File: src/rtl/stby_pkg.sv
package stby_pkg;

  typedef enum logic [2:0] {
    ST_RUN    = 3'd0,
    ST_HALT   = 3'd1,
    ST_HALT2  = 3'd2,
    ST_SLEEP  = 3'd3,
    ST_SETTLE = 3'd4,
    ST_WAKE   = 3'd5,
    ST_TRAP   = 3'd6
  } stby_state_e;

  typedef struct packed {
    logic cpu;
    logic bus_clk;
    logic bus_ctrl;
    logic dma;
    logic hosc;
    logic fper;
  } gate_t;

endpackage

File: src/rtl/stby_wake_filter.sv
module stby_wake_filter #(
  parameter int EXT_W = 4,
  parameter int PER_W = 8
) (
  input  logic             sleep_lvl,
  input  logic             nmi,
  input  logic             ctimer_irq,
  input  logic [EXT_W-1:0] ext_irq,
  input  logic [PER_W-1:0] periph_irq,
  input  logic             psr_ie,
  output logic             wake
);

  logic slow_src;
  logic fast_src;

  always_comb begin
    slow_src = ctimer_irq | (|ext_irq);
    // fast-clock peripherals are silent while their clock is stopped
    fast_src = (|periph_irq) & ~sleep_lvl;
    wake     = nmi | (psr_ie & (slow_src | fast_src));
  end

endmodule

File: src/rtl/stby_settle_timer.sv
module stby_settle_timer #(
  parameter int CW = 8
) (
  input  logic          clk,
  input  logic          rst_n,
  input  logic          run,
  input  logic          tick,
  input  logic [CW-1:0] limit,
  output logic          done
);

  logic [CW-1:0] cnt_q;
  logic [CW-1:0] cnt_d;
  logic          cnt_en;

  always_comb begin
    done   = run & (cnt_q >= limit);
    cnt_en = ~run | (tick & ~done);
    cnt_d  = run ? cnt_q + 1'b1 : '0;
  end

  always_ff @(posedge clk or negedge rst_n) begin
    if (!rst_n) begin
      cnt_q <= '0;
    end else if (cnt_en) begin
      cnt_q <= cnt_d;
    end
  end

endmodule

File: src/rtl/stby_gate_decode.sv
module stby_gate_decode
  import stby_pkg::*;
(
  input  stby_state_e state,
  output gate_t       gates
);

  always_comb begin
    gates = '{cpu: 1'b1, bus_clk: 1'b1, bus_ctrl: 1'b1,
              dma: 1'b1, hosc: 1'b1, fper: 1'b1};
    case (state)
      ST_HALT: begin
        gates.cpu = 1'b0;
        gates.dma = 1'b0;
      end
      ST_HALT2: begin
        gates.cpu      = 1'b0;
        gates.bus_clk  = 1'b0;
        gates.bus_ctrl = 1'b0;
        gates.dma      = 1'b0;
      end
      ST_SLEEP: begin
        gates = '0;
      end
      ST_SETTLE: begin
        gates      = '0;
        gates.hosc = 1'b1;
      end
      default: ;
    endcase
  end

endmodule

File: src/rtl/standby_ctrl.sv
module standby_ctrl
  import stby_pkg::*;
#(
  parameter int AW    = 32,
  parameter int CW    = 8,
  parameter int EXT_W = 4,
  parameter int PER_W = 8
) (
  input  logic             clk,
  input  logic             rst_n,
  input  logic             halt_req,
  input  logic             sleep_req,
  input  logic             deep_halt_sel,
  input  logic [AW-1:0]    next_pc,
  input  logic             nmi,
  input  logic             ctimer_irq,
  input  logic [EXT_W-1:0] ext_irq,
  input  logic [PER_W-1:0] periph_irq,
  input  logic             psr_ie,
  input  logic [CW-1:0]    settle_cnt,
  input  logic             slow_tick,
  output logic             cpu_clk_en,
  output logic             bus_clk_en,
  output logic             bus_ctrl_en,
  output logic             dma_avail,
  output logic             hosc_en,
  output logic             fperiph_en,
  output logic             wake_pulse,
  output logic             trap_req,
  output logic [AW-1:0]    resume_addr
);

  localparam int SYNC_STAGES = 2;

  logic [SYNC_STAGES-1:0] rst_sync_q;
  logic                   rst_core_n;

  stby_state_e state_q, state_d;
  logic [AW-1:0] resume_q;
  logic          req_any;
  logic          req_accept;
  logic          sleep_lvl;
  logic          wake;
  logic          settle_done;
  gate_t         gates;

  // asynchronous assertion, synchronous release
  always_ff @(posedge clk or negedge rst_n) begin
    if (!rst_n) begin
      rst_sync_q <= '0;
    end else begin
      rst_sync_q <= {rst_sync_q[SYNC_STAGES-2:0], 1'b1};
    end
  end
  assign rst_core_n = rst_sync_q[SYNC_STAGES-1];

  always_comb begin
    req_any    = halt_req | sleep_req;
    req_accept = (state_q == ST_RUN) & req_any;
    sleep_lvl  = (state_q == ST_SLEEP) | ((state_q == ST_RUN) & sleep_req);
  end

  stby_wake_filter #(.EXT_W(EXT_W), .PER_W(PER_W)) u_filter (
    .sleep_lvl  (sleep_lvl),
    .nmi        (nmi),
    .ctimer_irq (ctimer_irq),
    .ext_irq    (ext_irq),
    .periph_irq (periph_irq),
    .psr_ie     (psr_ie),
    .wake       (wake)
  );

  stby_settle_timer #(.CW(CW)) u_settle (
    .clk   (clk),
    .rst_n (rst_core_n),
    .run   (state_q == ST_SETTLE),
    .tick  (slow_tick),
    .limit (settle_cnt),
    .done  (settle_done)
  );

  always_comb begin
    state_d = state_q;
    case (state_q)
      ST_RUN: begin
        if (req_any) begin
          if (wake)               state_d = ST_WAKE;
          else if (sleep_req)     state_d = ST_SLEEP;
          else if (deep_halt_sel) state_d = ST_HALT2;
          else                    state_d = ST_HALT;
        end
      end
      ST_HALT, ST_HALT2: if (wake) state_d = ST_WAKE;
      ST_SLEEP:          if (wake) state_d = ST_SETTLE;
      ST_SETTLE:         if (settle_done) state_d = ST_WAKE;
      ST_WAKE:           state_d = ST_TRAP;
      default:           state_d = ST_RUN;
    endcase
  end

  always_ff @(posedge clk or negedge rst_core_n) begin
    if (!rst_core_n) begin
      state_q <= ST_RUN;
    end else begin
      state_q <= state_d;
    end
  end

  always_ff @(posedge clk or negedge rst_core_n) begin
    if (!rst_core_n) begin
      resume_q <= '0;
    end else if (req_accept) begin
      resume_q <= next_pc;
    end
  end

  stby_gate_decode u_gates (
    .state (state_q),
    .gates (gates)
  );

  assign cpu_clk_en  = gates.cpu;
  assign bus_clk_en  = gates.bus_clk;
  assign bus_ctrl_en = gates.bus_ctrl;
  assign dma_avail   = gates.dma;
  assign hosc_en     = gates.hosc;
  assign fperiph_en  = gates.fper;
  assign wake_pulse  = (state_q == ST_WAKE);
  assign trap_req    = (state_q == ST_TRAP);
  assign resume_addr = resume_q;

endmodule

File: config.mk
export PLATFORM = sky130hd
export DESIGN_NAME = standby_ctrl
export DESIGN_NICKNAME = d
export VERILOG_FILES = /design/src/rtl/stby_pkg.sv /design/src/rtl/stby_wake_filter.sv /design/src/rtl/stby_settle_timer.sv /design/src/rtl/stby_gate_decode.sv /design/src/rtl/standby_ctrl.sv
export SDC_FILE = /design/constraint.sdc
export NUM_CORES = 1
export LEC_CHECK = 0
export CORE_MARGIN = 2
export CORE_UTILIZATION = 40
export CTS_CLUSTER_SIZE = 16
export DETAILED_ROUTE_END_ITERATION = 12
export DONT_BUFFER_PORTS = 1
export GPL_TIMING_DRIVEN = 0
export HOLD_SLACK_MARGIN = 0.02
export SLEW_MARGIN = 20
export SYNTH_ARGS = -nofsm -noshare
export SYNTH_HDL_FRONTEND = slang
export SYNTH_SLANG_ARGS = --single-unit
File: constraint.sdc
create_clock -name clk -period 1.75 [get_ports clk]
set_input_delay 0.175 -clock clk [delete_from_list [all_inputs] [get_ports clk]]
set_output_delay 0.175 -clock clk [all_outputs]
set_load 0.03 [all_outputs]
==> results.sh, run 1 <==
export IMPL_synth_edf_count=0
export IMPL_worstMarginPinSlew_ns=0.584
export IMPL_wl_per_cell_um=15.0
export IMPL_synth_area_leaders="dfrtp_1 51%, mux2_2 16%, ha_1 5.1%"
export IMPL_insertion_delay_ns=0.29
export IMPL_hold_ws_ns=0.0317
export IMPL_synth_commonest_cells="45 x dfrtp_1, 32 x mux2_2, 13 x nor2_1, 10 x inv_1, 10 x nand2_1"
export IMPL_slew_viol_final=0
export IMPL_crit_arrival_ns=2.07
export IMPL_skew_ns=0.00543
export IMPL_synth_warnings=0
export IMPL_dp_cells=259
export IMPL_antenna_cells=0
export IMPL_yosysUniqueCellTypes=43
export IMPL_grt_ovfl_total=0
export IMPL_grt_use_total_pct=14.8
export IMPL_io_pins=101
export IMPL_r2r_start="u_settle.cnt_q[2]$_DFFE_PN0P_"
export IMPL_powerDensity_nw_per_um2=1750
export IMPL_grt_max_degree=29
export IMPL_crit_path_start="u_settle.cnt_q[2]$_DFFE_PN0P_"
export IMPL_io_buffers=0
export IMPL_power_mw=5.17
export IMPL_h_tree_depth=2
export IMPL_ir_worst_vdd_v=0.00131
export IMPL_slew_headroom_pct=60.9
export IMPL_grt_pass1_vias=1689
export IMPL_fin_cells=304
export IMPL_required_ns=1.98
export IMPL_dr_pass1_iters=4
export IMPL_yosysTopAreaCell="dfrtp_1"
export IMPL_place_ws_ns=-0.200
export IMPL_outcome="finished, violations left"
export IMPL_critPathMaxFanout=5
export IMPL_antenna_left=0
export IMPL_fin_crit_sh_pct=106
export IMPL_cp_slowest_cell="dfrtp_2"
export IMPL_worstReg2RegEnd="u_settle.cnt_q[6]$_DFFE_PN0P_"
export IMPL_worstSetupEndpoint="u_settle.cnt_q[6]$_DFFE_PN0P_"
export IMPL_vias=1602
export IMPL_r2r_cells=6
export IMPL_drtIter0Drc=36
export IMPL_synth_most_common_cell="dfrtp_1"
export IMPL_cts_root_buffer="clkbuf_8"
export IMPL_die_y_um=78.2
export IMPL_synthToLayoutAreaGrowth_pct=33.8
export IMPL_syn_nets=256
export IMPL_cp_start_kind="flip-flop"
export IMPL_finalHoldViolations=0
export IMPL_numCtsBuffers=5
export IMPL_synth_area_sq_um=2200
export IMPL_hpwl_mm=3.14
export IMPL_fin_setup_tns_ns=-0.246
export IMPL_path_clk_slew_ns=0.09
export IMPL_rsz0062_at_grt="yes"
export IMPL_antenna_found_initial=0
export IMPL_crit_path_end_kind="flip-flop"
export IMPL_syn_inst=186
export IMPL_die_x_um=78.2
export IMPL_synth_top_area_share_pct=51.1
export IMPL_nets=301
export IMPL_synth_area_per_cell_sq_um=11.8
export IMPL_ys_seq_elements=45
export IMPL_grt_pass1_wl_mm=7.25
export IMPL_min_path_type="primary input to flip-flop"
export IMPL_place_area_sq_um=2340
export IMPL_fmax_mhz=542
export IMPL_viasPerCell=5.27
export IMPL_worstPathCellList="ha_4, a211oi_2, o21ai_2, a211o_1, or3_1, a21oi_2"
export IMPL_fill_cells=470
export IMPL_yosysSeqAreaShare_pct=51.1
export IMPL_final_setup_viol_count=7
export IMPL_path_delay_family="compound AO/OA/AOI/OAI gates"
export IMPL_final_util_pct=54.5
export IMPL_floorplan_initialDensity_pct=40.7
export IMPL_maxCapViolations=0
export IMPL_power_static_leakage_nw=1.22
export IMPL_synth_main_ff_cell="dfrtp_1"
export IMPL_cts_tree="yes"
export IMPL_async_flop_share_pct=100
export IMPL_cts_path_max_buffers=2
export IMPL_dieArea_sq_um=6110
export IMPL_fin_ws_ns=-0.0964
export IMPL_critical_path_class="flip-flop to flip-flop"
export IMPL_timing_final_crit_period_ns=1.85
export IMPL_r2r_setup_slack_ns=-0.1
export IMPL_final_area_sq_um=2950
export IMPL_drive_gt1_share_pct=40.5
export IMPL_worst_path_buf_inv=0
export IMPL_violations="negative setup slack"
export IMPL_core_area_sq_um=5410
export IMPL_crit_cells=6
export IMPL_row_count=27
export IMPL_route_detailed_drc=0
export IMPL_gp_congestion=0.720
export IMPL_cpPeakStageDelay_ns=0.45
export IMPL_cts_sinks=45
export IMPL_routed_wirelength_mm=4.56
[power by group]
group,internal [mW],total (mW),switching (mW)
logic,0.862,1.81,0.946
clock network,0.464,0.811,0.346
registers,1.46,2.55,1.09
[cells by family after synthesis]
family | Yosys count | share of synthesized area (%)
multiplexers | 34 | 17.3
other | 1 | 0.170
adder cells (fa/ha/maj) | 9 | 5.11
XOR/XNOR | 2 | 0.796
buffers and inverters | 19 | 4.03
flip-flops | 45 | 51.1
AND/OR/NAND/NOR | 46 | 11.1
AO/OA/AOI/OAI | 30 | 10.4
[cell type report]
class / instances / area [sq um] / share of cell area (%)
clock inverters: 2 / 37.5 / 1.27
well taps: 72 / 90.1 / 3.06
multi-input cells: 122 / 1130 / 38.4
flip-flops and latches: 45 / 1130 / 38.4
inverters: 11 / 46.3 / 1.57
clock buffers: 6 / 82.6 / 2.80
plain buffers: 8 / 63.8 / 2.17
repair buffers: 38 / 363 / 12.3
[cell usage in the layout (no fill, tap or decap), drive strengths merged, types with 3 or more instances in the layout]
master       netlist  final
mux2              32     32
clkbuf             0      9
dfrtp             45     45
a21oi              9      9
nor4               4      4
nand2             10     10
nand3              5      5
buf                8     20
ha                 9      9
nand2b             3      3
nor2              13     13
inv               11     11
dlygate4sd3        0     23
o21ai              4      4
[per-layer routing]
metal / global-route usage, % / routed length [um] / up-vias / share of wire [%]
met4: 4.74 / 38 / 0 / 0.83
met1: 17.7 / 1910 / 768 / 42
li1: - / - / 753 / -
met5: 0 / 0 / - / 0
met2: 24.9 / 2200 / 76 / 48
met3: 5.52 / 405 / 5 / 8.9
[worst min-delay path by stage]
stage	startpoint	endpoint	slack, ns	cells past startpoint
2_1_floorplan	rst_n	rst_sync_q[0]$_DFF_PN0_	-0.12	0
3_3_place_gp	rst_n	rst_sync_q[0]$_DFF_PN0_	-0.12	0
3_5_place_dp	rst_n	rst_sync_q[0]$_DFF_PN0_	-0.12	0
4_1_cts	next_pc[9]	resume_addr[9]$_DFFE_PN0P_	0.02	1
5_1_grt	next_pc[19]	resume_addr[19]$_DFFE_PN0P_	0.02	1
6_report	next_pc[19]	resume_addr[19]$_DFFE_PN0P_	0.03	1
[what timing repair did]
item                       CTS  global route
resized for setup           15            20
setup endpoints to repair   45            25
buffers inserted            10             4
hold buffers                13            10
hold endpoints to repair    14            10
pin swaps                    5             8
[sequential cells by signal, indices dropped and copies added (netlist names)]
register        cells
resume_addr        32
rst_sync_q          2
state_q             3
u_settle.cnt_q      8
(Power assumes the default switching activity.)
==> inputs of run 2 (changes only) <==
--- a/config.mk
+++ b/config.mk
@@ -12,6 +12,7 @@
 export DONT_BUFFER_PORTS = 1
 export GPL_TIMING_DRIVEN = 0
 export HOLD_SLACK_MARGIN = 0.02
+export RECOVER_POWER = 100
 export SLEW_MARGIN = 20
 export SYNTH_ARGS = -nofsm -noshare
 export SYNTH_HDL_FRONTEND = slang
==> run 2 against run 1 <==
Critical path depth stayed put. Via count barely moved. Sequential power barely moved. Largest cell class is now flip-flops and latches. The run still ends with negative setup slack left.
==> results.sh, run 2 (synthesis gave the netlist of run 1 again) <==
export IMPL_crit_path_end_kind="flip-flop"
export IMPL_antenna_left=0
export IMPL_pwr_share_clk_pct=15.8
export IMPL_switching_share_pct=46.0
export IMPL_gp_congestion=0.720
export IMPL_cts_sinks=45
export IMPL_drive_gt1_share_pct=39.7
export IMPL_hold_ws_ns=0.0318
export IMPL_finalHoldViolations=0
export IMPL_r2r_setup_slack_ns=-0.1
export IMPL_routed_wirelength_mm=4.53
export IMPL_maxCapViolations=0
export IMPL_cts_tree="yes"
export IMPL_grt_max_degree=29
export IMPL_fmax_mhz=541
export IMPL_ir_worst_vdd_v=0.00131
export IMPL_min_from="next_pc[29]"
export IMPL_dp_cells=259
export IMPL_powerDensity_nw_per_um2=1760
export IMPL_final_area_sq_um=2920
export IMPL_io_buffers=0
export IMPL_viasPerCell=5.27
export IMPL_dr_pass1_iters=4
export IMPL_cpPeakStageDelay_ns=0.45
export IMPL_cp_start_kind="flip-flop"
export IMPL_hold_end="resume_addr[29]$_DFFE_PN0P_"
export IMPL_power_static_leakage_nw=1.21
export IMPL_antenna_cells=0
export IMPL_dieArea_sq_um=6110
export IMPL_antenna_found_initial=0
export IMPL_crit_arrival_ns=2.08
export IMPL_row_count=27
export IMPL_cts_root_buffer="clkbuf_8"
export IMPL_pwr_share_comb_pct=34.5
export IMPL_cts_path_max_buffers=2
export IMPL_route_detailed_drc=0
export IMPL_drtIter0Drc=30
export IMPL_power_switching_mw=2.36
export IMPL_critical_path_class="flip-flop to flip-flop"
export IMPL_die_y_um=78.2
export IMPL_worstMarginPinSlew_ns=0.665
export IMPL_grt_ovfl_total=0
export IMPL_slew_viol_final=0
export IMPL_fin_ws_ns=-0.0975
export IMPL_layout_common_cells="42 x dfrtp_1, 32 x mux2_2, 23 x dlygate4sd3_1"
export IMPL_slew_headroom_pct=55.7
export IMPL_path_clk_slew_ns=0.09
export IMPL_critPathMaxFanout=5
export IMPL_required_ns=1.98
export IMPL_cp_slowest_cell="dfrtp_2"
export IMPL_grt_use_total_pct=14.8
export IMPL_skew_ns=0.00577
export IMPL_final_common_cell="dfrtp_1"
export IMPL_nets=301
export IMPL_largest_register_ff_count=32
export IMPL_final_util_pct=54.0
export IMPL_fin_crit_sh_pct=106
export IMPL_core_area_sq_um=5410
export IMPL_grt_pass1_wl_mm=7.25
export IMPL_grt_pass1_vias=1689
export IMPL_floorplan_initialDensity_pct=40.7
export IMPL_wl_per_cell_um=14.9
export IMPL_violations="negative setup slack"
export IMPL_outcome="finished, violations left"
export IMPL_hpwl_mm=3.14
export IMPL_worstReg2RegEnd="u_settle.cnt_q[6]$_DFFE_PN0P_"
export IMPL_h_tree_depth=2
export IMPL_numCtsBuffers=5
export IMPL_min_path_cells=1
export IMPL_die_x_um=78.2
export IMPL_rsz0062_at_grt="yes"
export IMPL_timing_final_crit_period_ns=1.85
export IMPL_r2r_start="u_settle.cnt_q[2]$_DFFE_PN0P_"
export IMPL_insertion_delay_ns=0.29
export IMPL_fin_cells=304
export IMPL_io_pins=101
export IMPL_synthToLayoutAreaGrowth_pct=32.6
export IMPL_final_setup_viol_count=38
export IMPL_vias=1601
export IMPL_min_path_type="primary input to flip-flop"
export IMPL_p_seq_share_pct=49.7
export IMPL_place_area_sq_um=2340
export IMPL_fill_cells=476
export IMPL_r2r_cells=6
export IMPL_cellInternalPower_mw=2.77
export IMPL_worstPathCellList="ha_4, a211oi_2, o21ai_2, a211o_1, or3_1, a21oi_2"
run 2: critical path, delay by kind of cell (launching register included):
kind / cells / cell delay (ns)
and+or+nand+nor: 1 / 0.34
adders and majority gates: 1 / 0.25
AOI/OAI and AO/OA: 4 / 0.73
DFF: 1 / 0.45
run 2: how the worst max path moves through the flow:
stage	slack, ns	from	to
after global routing	-0.18	u_settle.cnt_q[0]$_DFFE_PN0P_	u_settle.cnt_q[6]$_DFFE_PN0P_
after detailed placement	-0.20	u_settle.cnt_q[2]$_DFFE_PN0P_	u_settle.cnt_q[6]$_DFFE_PN0P_
after global placement	-0.16	rst_sync_q[1]$_DFF_PN0_	resume_addr[11]$_DFFE_PN0P_
after floorplan	-0.05	u_settle.cnt_q[2]$_DFFE_PN0P_	u_settle.cnt_q[6]$_DFFE_PN0P_
final	-0.1	u_settle.cnt_q[2]$_DFFE_PN0P_	u_settle.cnt_q[6]$_DFFE_PN0P_
after CTS	-0.13	u_settle.cnt_q[6]$_DFFE_PN0P_	u_settle.cnt_q[6]$_DFFE_PN0P_
run 2: area by class of cell:
| class | count | area [sq um] | area share (%) |
|---|---|---|---|
| Buffer | 8 | 63.8 | 2.19 |
| Clock buffer | 6 | 82.6 | 2.83 |
| Inverter | 11 | 46.3 | 1.59 |
| Sequential cell | 45 | 1130 | 38.7 |
| Tap cell | 72 | 90.1 | 3.09 |
| Timing Repair Buffer | 38 | 344 | 11.8 |
| Multi-Input combinational cell | 122 | 1120 | 38.5 |
| Clock inverter | 2 | 37.5 | 1.29 |
run 2: metrics by stage:
step | TNS (ns) | worst slack [ns] | power, mW
after floorplan | -0.0672 | -0.0510 | 3.78
after detailed placement | -1.92 | -0.200 | 4.07
after CTS | -0.600 | -0.125 | 5.06
final | -1.59 | -0.0975 | 5.13
after global routing | -5.32 | -0.181 | 5.43
after global placement | -7.86 | -0.165 | 4.03
run 2: repair_timing:
item,in CTS,in global routing
buffers inserted,10,4
endpoints found under the setup margin,45,25
hold buffers,13,10
pin swaps,5,8
endpoints found under the hold margin,14,10
resized for setup,15,20
run 2: power groups by stage:
stage / Combinational (mW) / Clock (mW) / Sequential [mW]
final: 1.77 / 0.810 / 2.55
after floorplan: 1.30 / 0 / 2.48
after CTS: 1.67 / 0.835 / 2.55
after global routing: 1.94 / 0.884 / 2.61
after global placement: 1.46 / 0 / 2.57
after detailed placement: 1.51 / 0 / 2.56
run 2: per-layer routing:
metal	wire, um	global-route usage [%]
met4	38	4.74
met3	419	5.52
met2	2210	24.9
met1	1860	17.7
met5	0	0
==> inputs of run 3 (changes only) <==
--- a/config.mk
+++ b/config.mk
@@ -5,6 +5,7 @@
 export SDC_FILE = /design/constraint.sdc
 export NUM_CORES = 1
 export LEC_CHECK = 0
+export CAP_MARGIN = 25
 export CORE_MARGIN = 2
 export CORE_UTILIZATION = 40
 export CTS_CLUSTER_SIZE = 16
@@ -16,4 +17,5 @@
 export SLEW_MARGIN = 20
 export SYNTH_ARGS = -nofsm -noshare
 export SYNTH_HDL_FRONTEND = slang
+export SYNTH_HIERARCHICAL = 1
 export SYNTH_SLANG_ARGS = --single-unit
==> run 3 against run 2 <==
The flow still finishes with violations (negative setup slack). Largest power group unchanged. Critical path type unchanged. First-iteration DRC count rose to 3.5 times the previous value. Cell count down 1.3%. Worst hold slack better by 0.0021 ns. Flip-flop and latch count did not move. Setup slack worse by 0.22 ns.
==> results.sh, run 3 <==
export IMPL_outcome="finished, violations left"
export IMPL_violations="negative setup slack"
export IMPL_dieArea_sq_um=6210
export IMPL_fin_ws_ns=-0.319
export IMPL_synth_edf_count=0
export IMPL_final_setup_viol_count=10
export IMPL_fmax_mhz=483
export IMPL_hpwl_mm=3.45
export IMPL_viasPerCell=5.35
export IMPL_synth_main_ff_cell="dfrtp_1"
export IMPL_slew_headroom_pct=42.8
export IMPL_antenna_left=0
export IMPL_cp_slowest_cell="or4_4"
export IMPL_die_y_um=78.8
export IMPL_grt_use_total_pct=15.4
export IMPL_path_clk_slew_ns=0.09
export IMPL_switching_share_pct=46.6
export IMPL_synth_top_family_by_area="multiplexers"
export IMPL_layout_common_cells="43 x dfrtp_1, 30 x mux2_2, 26 x dlygate4sd3_1"
export IMPL_die_x_um=78.8
export IMPL_synth_warnings=6
export IMPL_grt_ovfl_total=0
export IMPL_numCtsBuffers=5
export IMPL_insertion_delay_ns=0.29
export IMPL_grt_pass1_vias=1607
export IMPL_route_detailed_drc=0
export IMPL_async_flop_share_pct=100
export IMPL_antenna_found_initial=0
export IMPL_io_pins=101
export IMPL_yosysSeqAreaShare_pct=50.3
export IMPL_synth_xor_area_share_pct=0.782
export IMPL_synth_compound_area_share_pct=11.1
export IMPL_drive_gt1_share_pct=36.4
export IMPL_timing_final_crit_period_ns=2.07
export IMPL_synth_top_area_share_pct=50.3
export IMPL_rsz0062_at_grt="yes"
export IMPL_min_path_type="primary input to flip-flop"
export IMPL_synthAdderAreaFrac_pct=5.03
export IMPL_h_tree_depth=2
export IMPL_largest_register_ff_count=32
export IMPL_cts_sinks=45
export IMPL_skew_ns=0.00331
export IMPL_yosysTopAreaCell="dfrtp_1"
export IMPL_worstPathCellList="ha_2, or4_4, a21oi_4, o311ai_4, or4_1, a21boi_1"
export IMPL_cp_start_kind="flip-flop"
export IMPL_vias=1605
export IMPL_grt_max_degree=23
export IMPL_synth_simple_gate_area_share_pct=11.4
export IMPL_maxCapViolations=0
export IMPL_cellInternalPower_mw=2.54
export IMPL_nets=297
export IMPL_power_static_leakage_nw=1.23
export IMPL_synth_area_mux_share_pct=16.5
export IMPL_cts_tree="yes"
export IMPL_power_switching_mw=2.21
export IMPL_worstMarginPinSlew_ns=0.857
export IMPL_critPathMaxFanout=6
export IMPL_synth_area_leaders="dfrtp_1 50%, mux2_2 15%, ha_1 5.0%"
export IMPL_syn_nets=251
export IMPL_fin_crit_sh_pct=118
export IMPL_cts_root_buffer="clkbuf_8"
export IMPL_dr_pass1_iters=4
export IMPL_crit_arrival_ns=2.29
export IMPL_powerDensity_nw_per_um2=1660
export IMPL_synthToLayoutAreaGrowth_pct=28.0
export IMPL_required_ns=1.97
export IMPL_core_area_sq_um=5470
export IMPL_pwr_share_comb_pct=32.5
export IMPL_synth_area_sq_um=2240
export IMPL_synth_area_per_cell_sq_um=12.4
export IMPL_finalHoldViolations=0
export IMPL_drtIter0Drc=104
export IMPL_yosysUniqueCellTypes=51
export IMPL_floorplan_initialDensity_pct=40.9
export IMPL_antenna_cells=0
export IMPL_final_common_cell="dfrtp_1"
export IMPL_p_seq_share_pct=54.1
export IMPL_gp_congestion=0.795
export IMPL_pwr_share_clk_pct=13.4
export IMPL_cpPeakStageDelay_ns=0.52
export IMPL_slew_viol_final=0
export IMPL_ir_worst_vdd_v=0.000923
export IMPL_synth_commonest_cells="45 x dfrtp_1, 30 x mux2_2, 10 x inv_1, 9 x ha_1, 9 x nand2_1"
export IMPL_grt_pass1_wl_mm=7.46
export IMPL_routed_wirelength_mm=4.96
export IMPL_syn_inst=181
export IMPL_critical_path_class="flip-flop to flip-flop"
export IMPL_crit_path_end_kind="flip-flop"
export IMPL_row_count=27
export IMPL_wl_per_cell_um=16.5
export IMPL_synth_most_common_cell="dfrtp_1"
export IMPL_dp_cells=254
export IMPL_ys_seq_elements=45
export IMPL_fin_cells=300
export IMPL_power_mw=4.76
export IMPL_io_buffers=0
export IMPL_cts_path_max_buffers=2
## run 3: cell types whose count changed in the layout (fill, tap and decap cells not counted), moves of 3 or more
cell,change
ha_2,+3
buf_4,-6
a21boi_1,+3
ha_4,-4
nor2_1,-7
dlygate4sd3_1,+3
buf_6,+4
## run 3: area by class of cell
class / count / area [sq um]
buffer: 8 / 75.1
clock buffer: 5 / 68.8
clock inverter: 3 / 21.3
fill: 489 / 2610
inverter: 10 / 37.5
multi-input combinational: 118 / 1090
sequential: 45 / 1130
tap: 72 / 90.1
timing repair buffer: 39 / 358
## run 3: kinds of logic (layout without fill, tap and decap cells)
family / count (synthesis) / in the layout
buffers and inverters: 18 / 65
muxes: 33 / 33
other: 1 / 1
xor gates and xnor gates: 2 / 2
AOI/OAI and AO/OA: 32 / 32
adders and majority gates: 9 / 9
and+or+nand+nor: 41 / 41
DFF: 45 / 45
## run 3: repair_timing
item | 4_1_cts | 5_1_grt
setup endpoints to repair | 44 | 35
pin swaps | 2 | 4
setup buffers | 8 | 4
endpoints found under the hold margin | 7 | 20
gates cloned | 0 | 0
hold buffers | 6 | 20
gates resized for setup | 15 | 15
## run 3: stage by stage
stage          util [%]  hold WS (ns)  area [sq um]  setup TNS, ns  worst slack, ns
3_5_place_dp       43.3        -0.121          2370          -3.97           -0.456
5_1_grt            52.4        0.0158          2870          -4.06           -0.386
2_1_floorplan         -        -0.121          2250          -1.54           -0.250
4_1_cts            48.4        0.0209          2650          -2.47           -0.318
6_report           52.4        0.0339          2870          -2.34           -0.319
3_3_place_gp       42.8        -0.121          2340          -2.86           -0.360
## run 3: worst paths after layout
| check | start | to | slack, ns | depth (start not counted) |
|---|---|---|---|---|
| worst max-delay path | u_settle/cnt_q[2]$_DFFE_PN0P_ | u_settle/cnt_q[7]$_DFFE_PN0P_ | -0.32 | 6 |
| worst min-delay path | next_pc[0] | resume_addr[0]$_DFFE_PN0P_ | 0.03 | 1 |
| worst max register to register | u_settle/cnt_q[2]$_DFFE_PN0P_ | u_settle/cnt_q[7]$_DFFE_PN0P_ | -0.32 | 6 |
| worst min register to register | rst_sync_q[1]$_DFF_PN0_ | resume_addr[25]$_DFFE_PN0P_ | 0.36 | 0 |
| max in group asynchronous | rst_sync_q[1]$_DFF_PN0_ | state_q[0]$_DFFE_PN0P_ | 0.32 | 1 |
| min in group asynchronous | rst_n | rst_sync_q[1]$_DFF_PN0_ | 0.10 | 1 |
## run 3: power by group through the flow
stage | clock network, mW | registers (mW) | logic (mW)
3_3_place_gp | 0 | 2.60 | 1.21
6_report | 0.639 | 2.57 | 1.54
5_1_grt | 0.712 | 2.63 | 1.67
4_1_cts | 0.657 | 2.58 | 1.46
2_1_floorplan | 0 | 2.49 | 1.12
3_5_place_dp | 0 | 2.59 | 1.28
## run 3: worst max-delay path, delay by kind of cell (launching register included)
kind            cells  cell delay [ns]
compound gates      3             0.45
simple gates        2             0.94
fa+ha+maj           1             0.18
flops               1             0.41
## run 3: routing by layer
metal	global-route usage (%)	part of all wire (%)	vias to the layer above
li1	-	-	745
met1	17.1	38	790
met2	27.7	55	65
met3	5.45	6.1	5
met4	4.83	0.62	0
met5	0	0	-
